--- src/rtl/thermal_session_pkg.sv ---
package thermal_session_pkg;
  typedef enum logic [1:0] {
    ST_WAIT = 2'd0,
    ST_TEST = 2'd1,
    ST_DONE = 2'd2
  } sess_state_t;
endpackage

--- src/rtl/tsc_thresholds.sv ---
module tsc_thresholds #(
  parameter int TEMP_W = 12
) (
  input  logic [TEMP_W-1:0] temp_i,
  input  logic [TEMP_W-1:0] tl_i,
  input  logic [TEMP_W-1:0] cl_i,
  output logic              cool_o,
  output logic              hot_o
);
  // Both comparisons are inclusive: reaching a level counts as crossing it.
  always_comb begin
    cool_o = (temp_i <= cl_i);
    hot_o  = (temp_i >= tl_i);
  end
endmodule

--- src/rtl/tsc_pattern_counter.sv ---
module tsc_pattern_counter #(
  parameter int CNT_W = 16
) (
  input  logic             clk,
  input  logic             rst,
  input  logic [CNT_W-1:0] total_i,
  input  logic             dec_i,
  output logic             last_o,
  output logic             empty_o
);
  localparam logic [CNT_W-1:0] ONE = {{(CNT_W-1){1'b0}}, 1'b1};

  logic [CNT_W-1:0] left_q;

  always_ff @(posedge clk) begin
    if (rst)        left_q <= total_i;
    else if (dec_i) left_q <= left_q - ONE;
  end

  always_comb begin
    last_o  = (left_q == ONE);
    empty_o = (left_q == '0);
  end

  // a decrement never arrives with nothing left
  assert_no_underflow_R9: assert property (@(posedge clk) disable iff (rst)
    dec_i |-> !empty_o);

  // without a decrement the count is held (e.g. through cooling)
  assert_count_hold_R9: assert property (@(posedge clk) disable iff (rst)
    !dec_i |=> $stable(left_q));
endmodule

--- src/rtl/tsc_fsm.sv ---
module tsc_fsm
  import thermal_session_pkg::*;
(
  input  logic        clk,
  input  logic        rst,
  input  logic        start_i,
  input  logic        cool_i,
  input  logic        hot_i,
  input  logic        strobe_i,
  input  logic        last_i,
  input  logic        empty_i,
  output logic        dec_o,
  output sess_state_t state_o,
  output logic        pat_en_o,
  output logic        rel_o,
  output logic        ready_o
);
  sess_state_t state_q, state_n;
  logic        pat_en_q, rel_q, ready_q;
  logic        final_pat, left_after;

  always_comb begin
    dec_o      = (state_q == ST_TEST) && strobe_i;
    final_pat  = dec_o && last_i;
    left_after = !empty_i && !final_pat;
  end

  always_comb begin
    state_n = state_q;
    unique case (state_q)
      ST_WAIT: begin
        if (empty_i)                state_n = ST_DONE;
        else if (start_i && cool_i) state_n = ST_TEST;
      end
      ST_TEST: begin
        // completion outranks the thermal trip
        if (final_pat)  state_n = ST_DONE;
        else if (hot_i) state_n = ST_WAIT;
      end
      ST_DONE: state_n = ST_DONE;
      default: state_n = ST_WAIT;
    endcase
  end

  always_ff @(posedge clk) begin
    if (rst) begin
      state_q  <= ST_WAIT;
      pat_en_q <= 1'b0;
      rel_q    <= 1'b0;
      ready_q  <= 1'b0;
    end else begin
      state_q  <= state_n;
      pat_en_q <= (state_n == ST_TEST);
      rel_q    <= (state_q == ST_TEST) && (state_n != ST_TEST);
      ready_q  <= (state_n == ST_WAIT) && cool_i && left_after;
    end
  end

  always_comb begin
    state_o  = state_q;
    pat_en_o = pat_en_q;
    rel_o    = rel_q;
    ready_o  = ready_q;
  end

  // no entry to testing without grant and a cool core
  assert_entry_gate_R2: assert property (@(posedge clk) disable iff (rst)
    (state_q == ST_WAIT && !(start_i && cool_i)) |=> (state_q != ST_TEST));

  // testing persists while below the trip level and not finishing
  assert_stay_testing_R3: assert property (@(posedge clk) disable iff (rst)
    (state_q == ST_TEST && !hot_i && !(strobe_i && last_i)) |=> (state_q == ST_TEST));

  // done is terminal
  assert_done_terminal_R5: assert property (@(posedge clk) disable iff (rst)
    (state_q == ST_DONE) |=> (state_q == ST_DONE));

  // the final pattern wins over a simultaneous trip
  assert_finish_priority_R6: assert property (@(posedge clk) disable iff (rst)
    (state_q == ST_TEST && strobe_i && last_i) |=> (state_q == ST_DONE));

  // release is a single-cycle pulse
  assert_release_pulse_R7: assert property (@(posedge clk) disable iff (rst)
    rel_q |=> !rel_q);

  // a request is raised only by a waiting core
  assert_ready_waiting_R8: assert property (@(posedge clk) disable iff (rst)
    ready_q |-> (state_q == ST_WAIT));

  // pattern enable tracks the testing state
  assert_pat_en_R11: assert property (@(posedge clk) disable iff (rst)
    pat_en_q == (state_q == ST_TEST));
endmodule

--- src/rtl/thermal_session_ctrl.sv ---
module thermal_session_ctrl
  import thermal_session_pkg::*;
#(
  parameter int TEMP_W = 12,
  parameter int CNT_W  = 16
) (
  input  logic              clk,
  input  logic              rst,
  input  logic [TEMP_W-1:0] temp_i,
  input  logic [TEMP_W-1:0] tl_i,
  input  logic [TEMP_W-1:0] cl_i,
  input  logic              start_test_i,
  input  logic              pat_strobe_i,
  input  logic [CNT_W-1:0]  pat_total_i,
  output logic [1:0]        state_o,
  output logic              pat_en_o,
  output logic              bw_release_o,
  output logic              ready_req_o
);
  logic        cool, hot, dec, last, empty;
  sess_state_t st;

  tsc_thresholds #(.TEMP_W(TEMP_W)) u_thr (
    .temp_i (temp_i),
    .tl_i   (tl_i),
    .cl_i   (cl_i),
    .cool_o (cool),
    .hot_o  (hot)
  );

  tsc_pattern_counter #(.CNT_W(CNT_W)) u_cnt (
    .clk     (clk),
    .rst     (rst),
    .total_i (pat_total_i),
    .dec_i   (dec),
    .last_o  (last),
    .empty_o (empty)
  );

  tsc_fsm u_fsm (
    .clk      (clk),
    .rst      (rst),
    .start_i  (start_test_i),
    .cool_i   (cool),
    .hot_i    (hot),
    .strobe_i (pat_strobe_i),
    .last_i   (last),
    .empty_i  (empty),
    .dec_o    (dec),
    .state_o  (st),
    .pat_en_o (pat_en_o),
    .rel_o    (bw_release_o),
    .ready_o  (ready_req_o)
  );

  assign state_o = st;

  // a trip without completion lands in waiting
  assert_trip_to_wait_R4: assert property (@(posedge clk) disable iff (rst)
    (state_o == 2'd1 && hot && !(pat_strobe_i && last)) |=> (state_o == 2'd0));

  // an empty set never enters testing
  assert_empty_no_test_R10: assert property (@(posedge clk) disable iff (rst)
    (state_o == 2'd0 && empty) |=> (state_o == 2'd2 && !bw_release_o));
endmodule

--- config.mk ---
export PLATFORM = sky130hd
export DESIGN_NAME = thermal_session_ctrl
export DESIGN_NICKNAME = d
export VERILOG_FILES = /design/src/rtl/thermal_session_pkg.sv /design/src/rtl/tsc_thresholds.sv /design/src/rtl/tsc_pattern_counter.sv /design/src/rtl/tsc_fsm.sv /design/src/rtl/thermal_session_ctrl.sv
export SDC_FILE = /design/constraint.sdc
export NUM_CORES = 1
export LEC_CHECK = 0
export BUFFER_PORTS_ARGS = -buffer_cell sky130_fd_sc_hd__buf_2
export CAP_MARGIN = 25
export CORE_ASPECT_RATIO = 1.75
export CORE_MARGIN = 5
export CORE_UTILIZATION = 30
export DETAILED_ROUTE_END_ITERATION = 10
export GPL_TIMING_DRIVEN = 0
export PLACE_DENSITY = 0.63
export SYNTH_ARGS = -nofsm -noshare
export SYNTH_HDL_FRONTEND = slang
export SYNTH_SLANG_ARGS = --single-unit
--- constraint.sdc ---
create_clock -name clk -period 4.1 [get_ports clk]
set_clock_uncertainty 0.1 [all_clocks]
set_input_delay 0.205 -clock clk [delete_from_list [all_inputs] [get_ports clk]]
set_output_delay 0.205 -clock clk [all_outputs]
set_load 0.1 [all_outputs]
---- Word level (Yosys, flattened, before mapping) ----
Cells that the tools add are included.
storage, ports and cells
  bits in registers ....................... 21
  output and inout bits ................... 5
  word-level logic and storage cells ...... 33
operators by class
  add/subtract/negate cells ............... 1
  $lt $le $gt $ge ......................... 2
  equal/unequal tests ..................... 5
  multiplexer cells ....................... 7
  reduce and logical (&&, ||, !) cells .... 13
operator list
  operator               count
  $mux 16                2
  $eq 16x1->1 const B    1
  $logic_not 16->1       1
  $sub 16x1->16 const B  1
  $ge 12x12->1           1
  $le 12x12->1           1
  $mux 2                 4
  $logic_and 1x1->1      7
  $pmux 2 s3             1
  $eq 2x1->1 const B     2
  $logic_not 2->1        2
  $eq 2x2->1 const B     1
  $logic_not 1->1        2
  $ne 2x1->1 const B     1
  $reduce_bool 2->1      1

---- Logic depth before layout (Yosys ltp) ----
Gate-level depths: netlist of the first run.
  word-level depth ........................ 8
  gate-level depth with buffers ........... 7
  mapped depth without buffers ............ 7

---- Hierarchy ----
From an unflattened synthesis of the first run, not the netlist that was laid out.
second synthesis, totals
  cells, all modules ...................... 197
  area, all modules ....................... 1774.2 sq um
by module, submodules not included
  module               instances  cells an instance  area an instance (sq um)  sequential area each (sq um)
  tsc_pattern_counter  1          94                 992.2                     480.5
  tsc_thresholds       1          80                 576.8                     0.0
  tsc_fsm              1          23                 205.2                     100.1

---- Least setup slack after synthesis of the first run ----
Ideal clock, no wire load.
  path type ............................... reg-to-reg
  start ................................... register u_fsm.state_q[1], in the netlist u_fsm.state_o[1]
  end ..................................... register u_fsm.pat_en_q, in the netlist u_fsm.pat_en_o
  library setup time ...................... 0.092 ns
  data arrival time ....................... 2.040 ns
  data required time ...................... 3.908 ns
  slack ................................... 1.867 ns
  stages on the path, launching flop included .. 5
  period minus slack after synthesis ...... 2.233 ns
  cell sequence ........................... dfxtp_1 > nand4b_1 > a21boi_1 > or4b_4 > o32ai_1
on the way
  cells in the longest elaborated chain, start to end .. 6
  elaborated cells between the ends (all ways) .. 11
ends and longest elaborated chain
  item                    RTL line                      text
  from (decl)             tsc_fsm.sv:18                 sess_state_t state_q, state_n;
  from (signal assigned)  tsc_fsm.sv:52                 state_q <= state_n;
  $eq 2x1->1              tsc_fsm.sv:23, tsc_fsm.sv:30
  $logic_and 1x1->1       tsc_fsm.sv:23                 dec_o = (state_q == ST_TEST) && strobe_i;
  $logic_and 1x1->1       tsc_fsm.sv:24                 final_pat = dec_o && last_i;
  $mux 2                  tsc_fsm.sv:37                 if (final_pat) state_n = ST_DONE;
  $pmux 2 s3 (*)          tsc_fsm.sv:30                 unique case (state_q)
  $eq 2x1->1 (*)          tsc_fsm.sv:53                 pat_en_q <= (state_n == ST_TEST);
  to (signal assigned)    tsc_fsm.sv:53
  to (decl)               tsc_fsm.sv:19                 logic pat_en_q, rel_q, ready_q;
Every way passes the cells marked *; elsewhere a longest branch is shown, timed or not.
A chain may end at the register's enable or synchronous reset.

---- Final worst setup path of the first run ----
  start ................................... register u_cnt.left_q[0]
  end ..................................... register u_cnt.left_q[12], data pin
on the way
  cells in the longest elaborated chain, start to end .. 3
ends and longest elaborated chain
  item                    RTL line                   text
  from (decl)             tsc_pattern_counter.sv:13  logic [CNT_W-1:0] left_q;
  from (signal assigned)  tsc_pattern_counter.sv:16  if (rst) left_q <= total_i;
  from (signal assigned)  tsc_pattern_counter.sv:17  else if (dec_i) left_q <= left_q - ONE;
  $sub 16x1->16           tsc_pattern_counter.sv:17
  $mux 16                 tsc_pattern_counter.sv:17
  $mux 16                 tsc_pattern_counter.sv:16
Every way passes these cells. The select of a mux whose other input is x is not followed.

==> impl_metrics.env, run 1 <==
export IMPL_yosysTopAreaCell="edfxtp_1"
export IMPL_cts_made_buffers=3
export IMPL_drc=0
export IMPL_syn_cell_area_mm2=0.001769
export IMPL_cts_resized=0
export IMPL_place_area_mm2=0.002162
export IMPL_syn_to_final_growth_pct=24.75
export IMPL_grt_pass1_vias=1578
export IMPL_ys_types=38
export IMPL_drive_above_1_share_pct=26.14
export IMPL_ys_seq_area_share_pct=32.81
export IMPL_antenna_left=0
export IMPL_drt_iter0_drc=20
export IMPL_timing_fmax_ghz=0.4314
export IMPL_worstSetupPathType="reg2reg"
export IMPL_critPathTopFamily="simple AND/OR/NAND/NOR gates"
export IMPL_cts_htree_levels=1
export IMPL_clockRootBuffer="clkbuf_8"
export IMPL_power_leakage_nw=1.036
export IMPL_crit_slowest_cell="edfxtp_1"
export IMPL_worstSetupStartpoint="u_cnt.left_q[0]"
export IMPL_slew_headroom_pct=67.13
export IMPL_cts_hold_buf=0
export IMPL_syn_avg_cell_area_um2=8.802
export IMPL_synthFlopType="edfxtp_1"
export IMPL_p_int_mw=0.3994
export IMPL_start_util_pct=30.33
export IMPL_clk_insertion_delay_late_ns=0.26
export IMPL_grt_start_max_net_pins=17
export IMPL_gp_congestion=0.7642
export IMPL_hold_class="in2reg"
export IMPL_synth_most_common_cell="inv_1"
export IMPL_grt_overflow_total=0
export IMPL_stdcell_count=342
export IMPL_n_fill_cell=632
export IMPL_fin_crit_sh_pct=56.54
export IMPL_grtUsageTotal_pct=11.00
export IMPL_port_buffers=59
export IMPL_max_cap_violations=0
export IMPL_clkTransAtPathRegs_ns=0.08
export IMPL_core_mm2=0.005833
export IMPL_synth_fp_nets=283
export IMPL_cts_path_max_buffers=2
export IMPL_critPathMaxFanout=6
export IMPL_hold_ws_ns=0.1251
export IMPL_crit_arrival_ns=2.22
export IMPL_drtPass1Iterations=4
export IMPL_required_ns=4.00
export IMPL_fin_util_pct=37.84
export IMPL_synth_edf_count=16
export IMPL_rsz0062_at_grt="false"
export IMPL_ys_top_cells_by_count="inv_1, ha_1, nand2_1"
export IMPL_startpoint_type="register"
export IMPL_hpwlAfterDp_um=3604
export IMPL_vias=1600
export IMPL_path_cells="inv_1, ha_1, nor3b_2, nand2_1, or3_1, xor2_1, o21ai_0"
export IMPL_synth_async_reset_ratio_pct=0
export IMPL_synth_area_top_cells="edfxtp_1, ha_1, inv_1"
export IMPL_slowest_delay_ns=0.48
export IMPL_combPwrFrac_pct=29.8
export IMPL_die_y_um=111.6
export IMPL_p_per_area_mw_per_mm2=269.8
export IMPL_cts_tree="built"
export IMPL_worstSetupEndpointType="register"
export IMPL_finalSetupTns_ns=0
export IMPL_cts_sinks=21
export IMPL_p_switching_mw=0.1961
export IMPL_dp_cells=338
export IMPL_avgRoutedWirePerCell_um=12.58
export IMPL_sw_frac_of_total_pct=32.92
export IMPL_ios=61
export IMPL_hp_start="pat_total_i[6]"
export IMPL_fin_nets=347
export IMPL_rows=37
export IMPL_finalInstanceArea_mm2=0.002207
export IMPL_vias_per_cell=4.678
export IMPL_synth_cells=201
export IMPL_setup_viol=0
export IMPL_min_period_ns=2.318
export IMPL_diodes=0
export IMPL_grt_first_pass_wirelength_um=6610
export IMPL_outcome="complete, no violations"
export IMPL_wl_um=4302
export IMPL_multiInputGateArea_mm2=0.001072
export IMPL_report_final_slew_viol_count=0
export IMPL_ys_ff_latch=21
export IMPL_seq_power_share_pct=47.2
export IMPL_antenna_found_initial=0
export IMPL_irDropWorstVdd_mv=0.2467
export IMPL_p_clk_share_pct=23.0
export IMPL_tightest_slew_ns=0.4931
export IMPL_post_cts_buffers=0
export IMPL_regArea_um2=580.6
export IMPL_hold_violations=0
export IMPL_r2r_start="u_cnt.left_q[0]"
export IMPL_r2r_slack_ns=1.78
export IMPL_synth_top_area_share_pct=27.16
export IMPL_die_x_um=68.05
export IMPL_ys_warn_count=0
export IMPL_die_area_mm2=0.007594
export IMPL_crit_buf_inv=1
==> worst reg2reg max path, delay by kind of cell, from the launching register on <==
family                   cells  cell delay (ns)
AO/OA/AOI/OAI                1             0.08
XOR/XNOR                     1             0.15
adder cells (fa/ha/maj)      1             0.21
buffers and inverters        1             0.10
flip-flops                   1             0.48
AND/OR/NAND/NOR              3             0.95
==> flip-flops by register name (all words and copies together), names as in the netlist <==
register        flops
u_cnt.left_q       16
u_fsm.pat_en_o      1
u_fsm.state_o       2
u_fsm.rel_o         1
u_fsm.ready_o       1
==> layer usage <==
| layer | vias to the layer above | GRT usage (%) | routed length [um] |
|---|---|---|---|
| li1 | 841 | - | - |
| met1 | 707 | 11.22 | 1645 |
| met2 | 50 | 21.52 | 2297 |
| met3 | 2 | 2.119 | 336 |
| met4 | 0 | 2.523 | 23 |
| met5 | - | 0 | 0 |
==> per-stage QoR <==
step | setup slack (ns) | total power, mW
global placement | 1.830 | 0.4626
detailed placement | 1.775 | 0.4665
global route | 1.679 | 0.6315
finish | 1.782 | 0.5955
CTS | 1.736 | 0.6024
floorplan | 1.867 | 0.4036
==> cell usage in the layout (no fill, tap or decap), types with 2 or more instances in the layout <==
cell type	synthesis	routed
nor2_1	9	9
nand4_1	5	5
o211ai_1	2	2
nand2_1	24	24
xnor2_1	8	8
buf_2	0	59
o21ai_0	18	18
dfxtp_1	5	5
xor2_1	4	4
nand2b_1	2	2
clkbuf_1	4	5
nor4_1	2	2
or3_4	2	2
nor2b_1	2	2
edfxtp_1	16	16
a21o_1	2	2
nor4_2	2	2
ha_1	26	26
a21oi_1	13	13
o32ai_1	2	2
or3_1	4	4
inv_1	27	27
clkbuf_8	0	3
nor3_1	6	6
==> final cells by class <==
class | count | share of cell area, %
Buffer | 4 | 0.6803
Clock buffer | 4 | 2.041
Multi-Input combinational cell | 149 | 48.58
Timing Repair Buffer | 59 | 13.38
Tap cell | 78 | 4.422
Sequential cell | 21 | 26.30
Inverter | 27 | 4.592
==> power groups by stage <==
| stage | Sequential (mW) | Clock (mW) | Combinational [mW] |
|---|---|---|---|
| 2_1_floorplan | 0.312 | 0 | 0.0917 |
| 3_3_place_gp | 0.284 | 0 | 0.178 |
| 3_5_place_dp | 0.286 | 0 | 0.181 |
| 4_1_cts | 0.281 | 0.139 | 0.182 |
| 5_1_grt | 0.285 | 0.146 | 0.201 |
| 6_report | 0.281 | 0.137 | 0.178 |
==> path summary, 6_finish.rpt <==
kind | endpoint | cells past startpoint
hold reg to reg | u_fsm.rel_o | 1
setup / recovery | u_cnt.left_q[12] | 7
setup reg to reg | u_cnt.left_q[12] | 7
hold / removal | u_cnt.left_q[6] | 3
==> logic make-up (layout without fill, tap and decap cells) <==
kind of cell,count (synthesis),after routing,share of synthesized area (%)
AOI/OAI and AO/OA,44,44,14.57
xor gates and xnor gates,12,12,5.941
adders and majority gates,26,26,18.39
buffers and inverters,31,94,6.577
DFF,21,21,32.81
and+or+nand+nor,67,67,21.71
(Power assumes the default switching activity.)
==> run 2, diff against run 1 <==
Clock period 4.1 ns to 2.36 ns, I/O delays scaled along.
==> run 2 against run 1 <==
Wire length rose by 0.19%. Largest cell class unchanged. Critical endpoint unchanged. Worst setup slack got worse by 1.7 ns. Cell area rose by 0.28%.
==> impl_metrics.env, run 2 (synthesis gave the netlist of run 1 again) <==
export IMPL_power_leakage_nw=1.039
export IMPL_gp_congestion=0.7642
export IMPL_timing_fmax_ghz=0.4436
export IMPL_grt_pass1_vias=1582
export IMPL_fin_crit_sh_pct=95.52
export IMPL_rows=37
export IMPL_p_switching_mw=0.3422
export IMPL_die_x_um=68.05
export IMPL_clkTransAtPathRegs_ns=0.08
export IMPL_place_ws_ns=0.03543
export IMPL_die_area_mm2=0.007594
export IMPL_setup_ws_ns=0.1058
export IMPL_fin_nets=347
export IMPL_cts_path_max_buffers=2
export IMPL_grt_start_max_net_pins=17
export IMPL_total_power_mw=1.038
export IMPL_largest_register="u_cnt.left_q"
export IMPL_startpoint_type="register"
export IMPL_p_clk_share_pct=22.9
export IMPL_combPwrFrac_pct=29.9
export IMPL_drc=0
export IMPL_syn_to_final_growth_pct=25.11
export IMPL_required_ns=2.26
export IMPL_place_area_mm2=0.002162
export IMPL_start_util_pct=30.33
export IMPL_hpwlAfterDp_um=3604
export IMPL_grtUsageTotal_pct=11.02
export IMPL_p_int_mw=0.6954
export IMPL_min_delay_path_depth=3
export IMPL_port_buffers=59
export IMPL_crit_buf_inv=1
export IMPL_tightest_slew_ns=0.4915
export IMPL_worstSetupPathType="reg2reg"
export IMPL_worstSetupEndpointType="register"
export IMPL_hold_ws_ns=0.03830
export IMPL_final_cell_mix="buf_2, inv_1, ha_1"
export IMPL_die_y_um=111.6
export IMPL_hold_class="in2reg"
export IMPL_setup_viol=0
export IMPL_irDropWorstVdd_mv=0.4295
export IMPL_vias_per_cell=4.681
export IMPL_max_cap_violations=0
export IMPL_crit_slowest_cell="edfxtp_1"
export IMPL_slowest_delay_ns=0.48
export IMPL_rsz0062_at_grt="false"
export IMPL_finalInstanceArea_mm2=0.002213
export IMPL_slew_headroom_pct=67.24
export IMPL_diodes=0
export IMPL_report_final_slew_viol_count=0
export IMPL_mostFrequentLayoutCell="buf_2"
export IMPL_worst_r2r_path_depth=7
export IMPL_core_mm2=0.005833
export IMPL_cts_hold_buf=0
export IMPL_path_cells="inv_1, ha_1, nor3b_4, nand2_1, or3_1, xor2_1, o21ai_0"
export IMPL_sw_frac_of_total_pct=32.98
export IMPL_hold_violations=0
export IMPL_r2r_slack_ns=0.11
export IMPL_clk_insertion_delay_late_ns=0.26
export IMPL_antenna_left=0
export IMPL_drtPass1Iterations=4
export IMPL_antenna_found_initial=0
export IMPL_drt_iter0_drc=17
export IMPL_wl_um=4310
export IMPL_ios=61
export IMPL_drive_above_1_share_pct=26.14
export IMPL_seq_power_share_pct=47.2
export IMPL_cts_sinks=21
export IMPL_critPathMaxFanout=6
export IMPL_p_per_area_mw_per_mm2=468.8
export IMPL_clockRootBuffer="clkbuf_8"
export IMPL_crit_cells=7
export IMPL_min_period_ns=2.254
export IMPL_critPathTopFamily="simple AND/OR/NAND/NOR gates"
export IMPL_cts_made_buffers=3
export IMPL_cts_tree="built"
export IMPL_vias=1601
export IMPL_largest_register_ffs=16
export IMPL_cts_htree_levels=1
export IMPL_grt_overflow_total=0
export IMPL_grt_first_pass_wirelength_um=6624
export IMPL_outcome="complete, no violations"
export IMPL_crit_arrival_ns=2.15
export IMPL_avgRoutedWirePerCell_um=12.60
export IMPL_finalSetupTns_ns=0
[run 2: worst paths after layout]
| kind | end | from |
|---|---|---|
| max | u_cnt.left_q[12] | u_cnt.left_q[0] |
| min | u_cnt.left_q[6] | pat_total_i[6] |
| max reg2reg | u_cnt.left_q[12] | u_cnt.left_q[0] |
| min reg2reg | u_fsm.rel_o | u_fsm.state_o[0] |
[run 2: layer usage]
metal	routed length [um]	global-route usage, %	up-vias	share of wire (%)
li1	-	-	841	-
met1	1637	11.29	710	38
met2	2310	21.52	48	54
met3	340	2.119	2	7.9
met4	23	2.523	0	0.53
met5	0	0	-	0
[run 2: stage by stage]
stage | cells | util [%]
6_report | 342 | 37.95
5_1_grt | 342 | 37.95
4_1_cts | 342 | 37.95
3_5_place_dp | 338 | 37.07
3_3_place_gp | 338 | 37.07
2_1_floorplan | 201 | -
[run 2: layout make-up]
cell class | count | area (um^2)
fill | 630 | 3620
multi-input combinational | 149 | 1079
sequential | 21 | 580.6
timing repair buffer | 59 | 295.3
inverter | 27 | 101.3
tap | 78 | 97.59
clock buffer | 4 | 45.04
buffer | 4 | 15.01
[run 2: repair_timing]
action / in CTS / in global routing
buffers inserted: 0 / 0
endpoints found under the setup margin: 1 / 0
resized for setup: 1 / 0
[run 2: worst register-to-register path, cell delays in order, from the launching register on]
cell      delay [ns]
edfxtp_1        0.48
inv_1           0.10
ha_1            0.22
nor3b_4         0.31
nand2_1         0.18
or3_1           0.39
xor2_1          0.15
o21ai_0         0.08
[run 2: power by group through the flow]
stage          Clock, mW  Sequential, mW  Combinational [mW]
3_3_place_gp           0           0.494               0.309
5_1_grt            0.254           0.496               0.351
4_1_cts            0.242           0.490               0.318
6_report           0.238           0.490               0.310
3_5_place_dp           0           0.496               0.314
2_1_floorplan          0           0.542               0.159
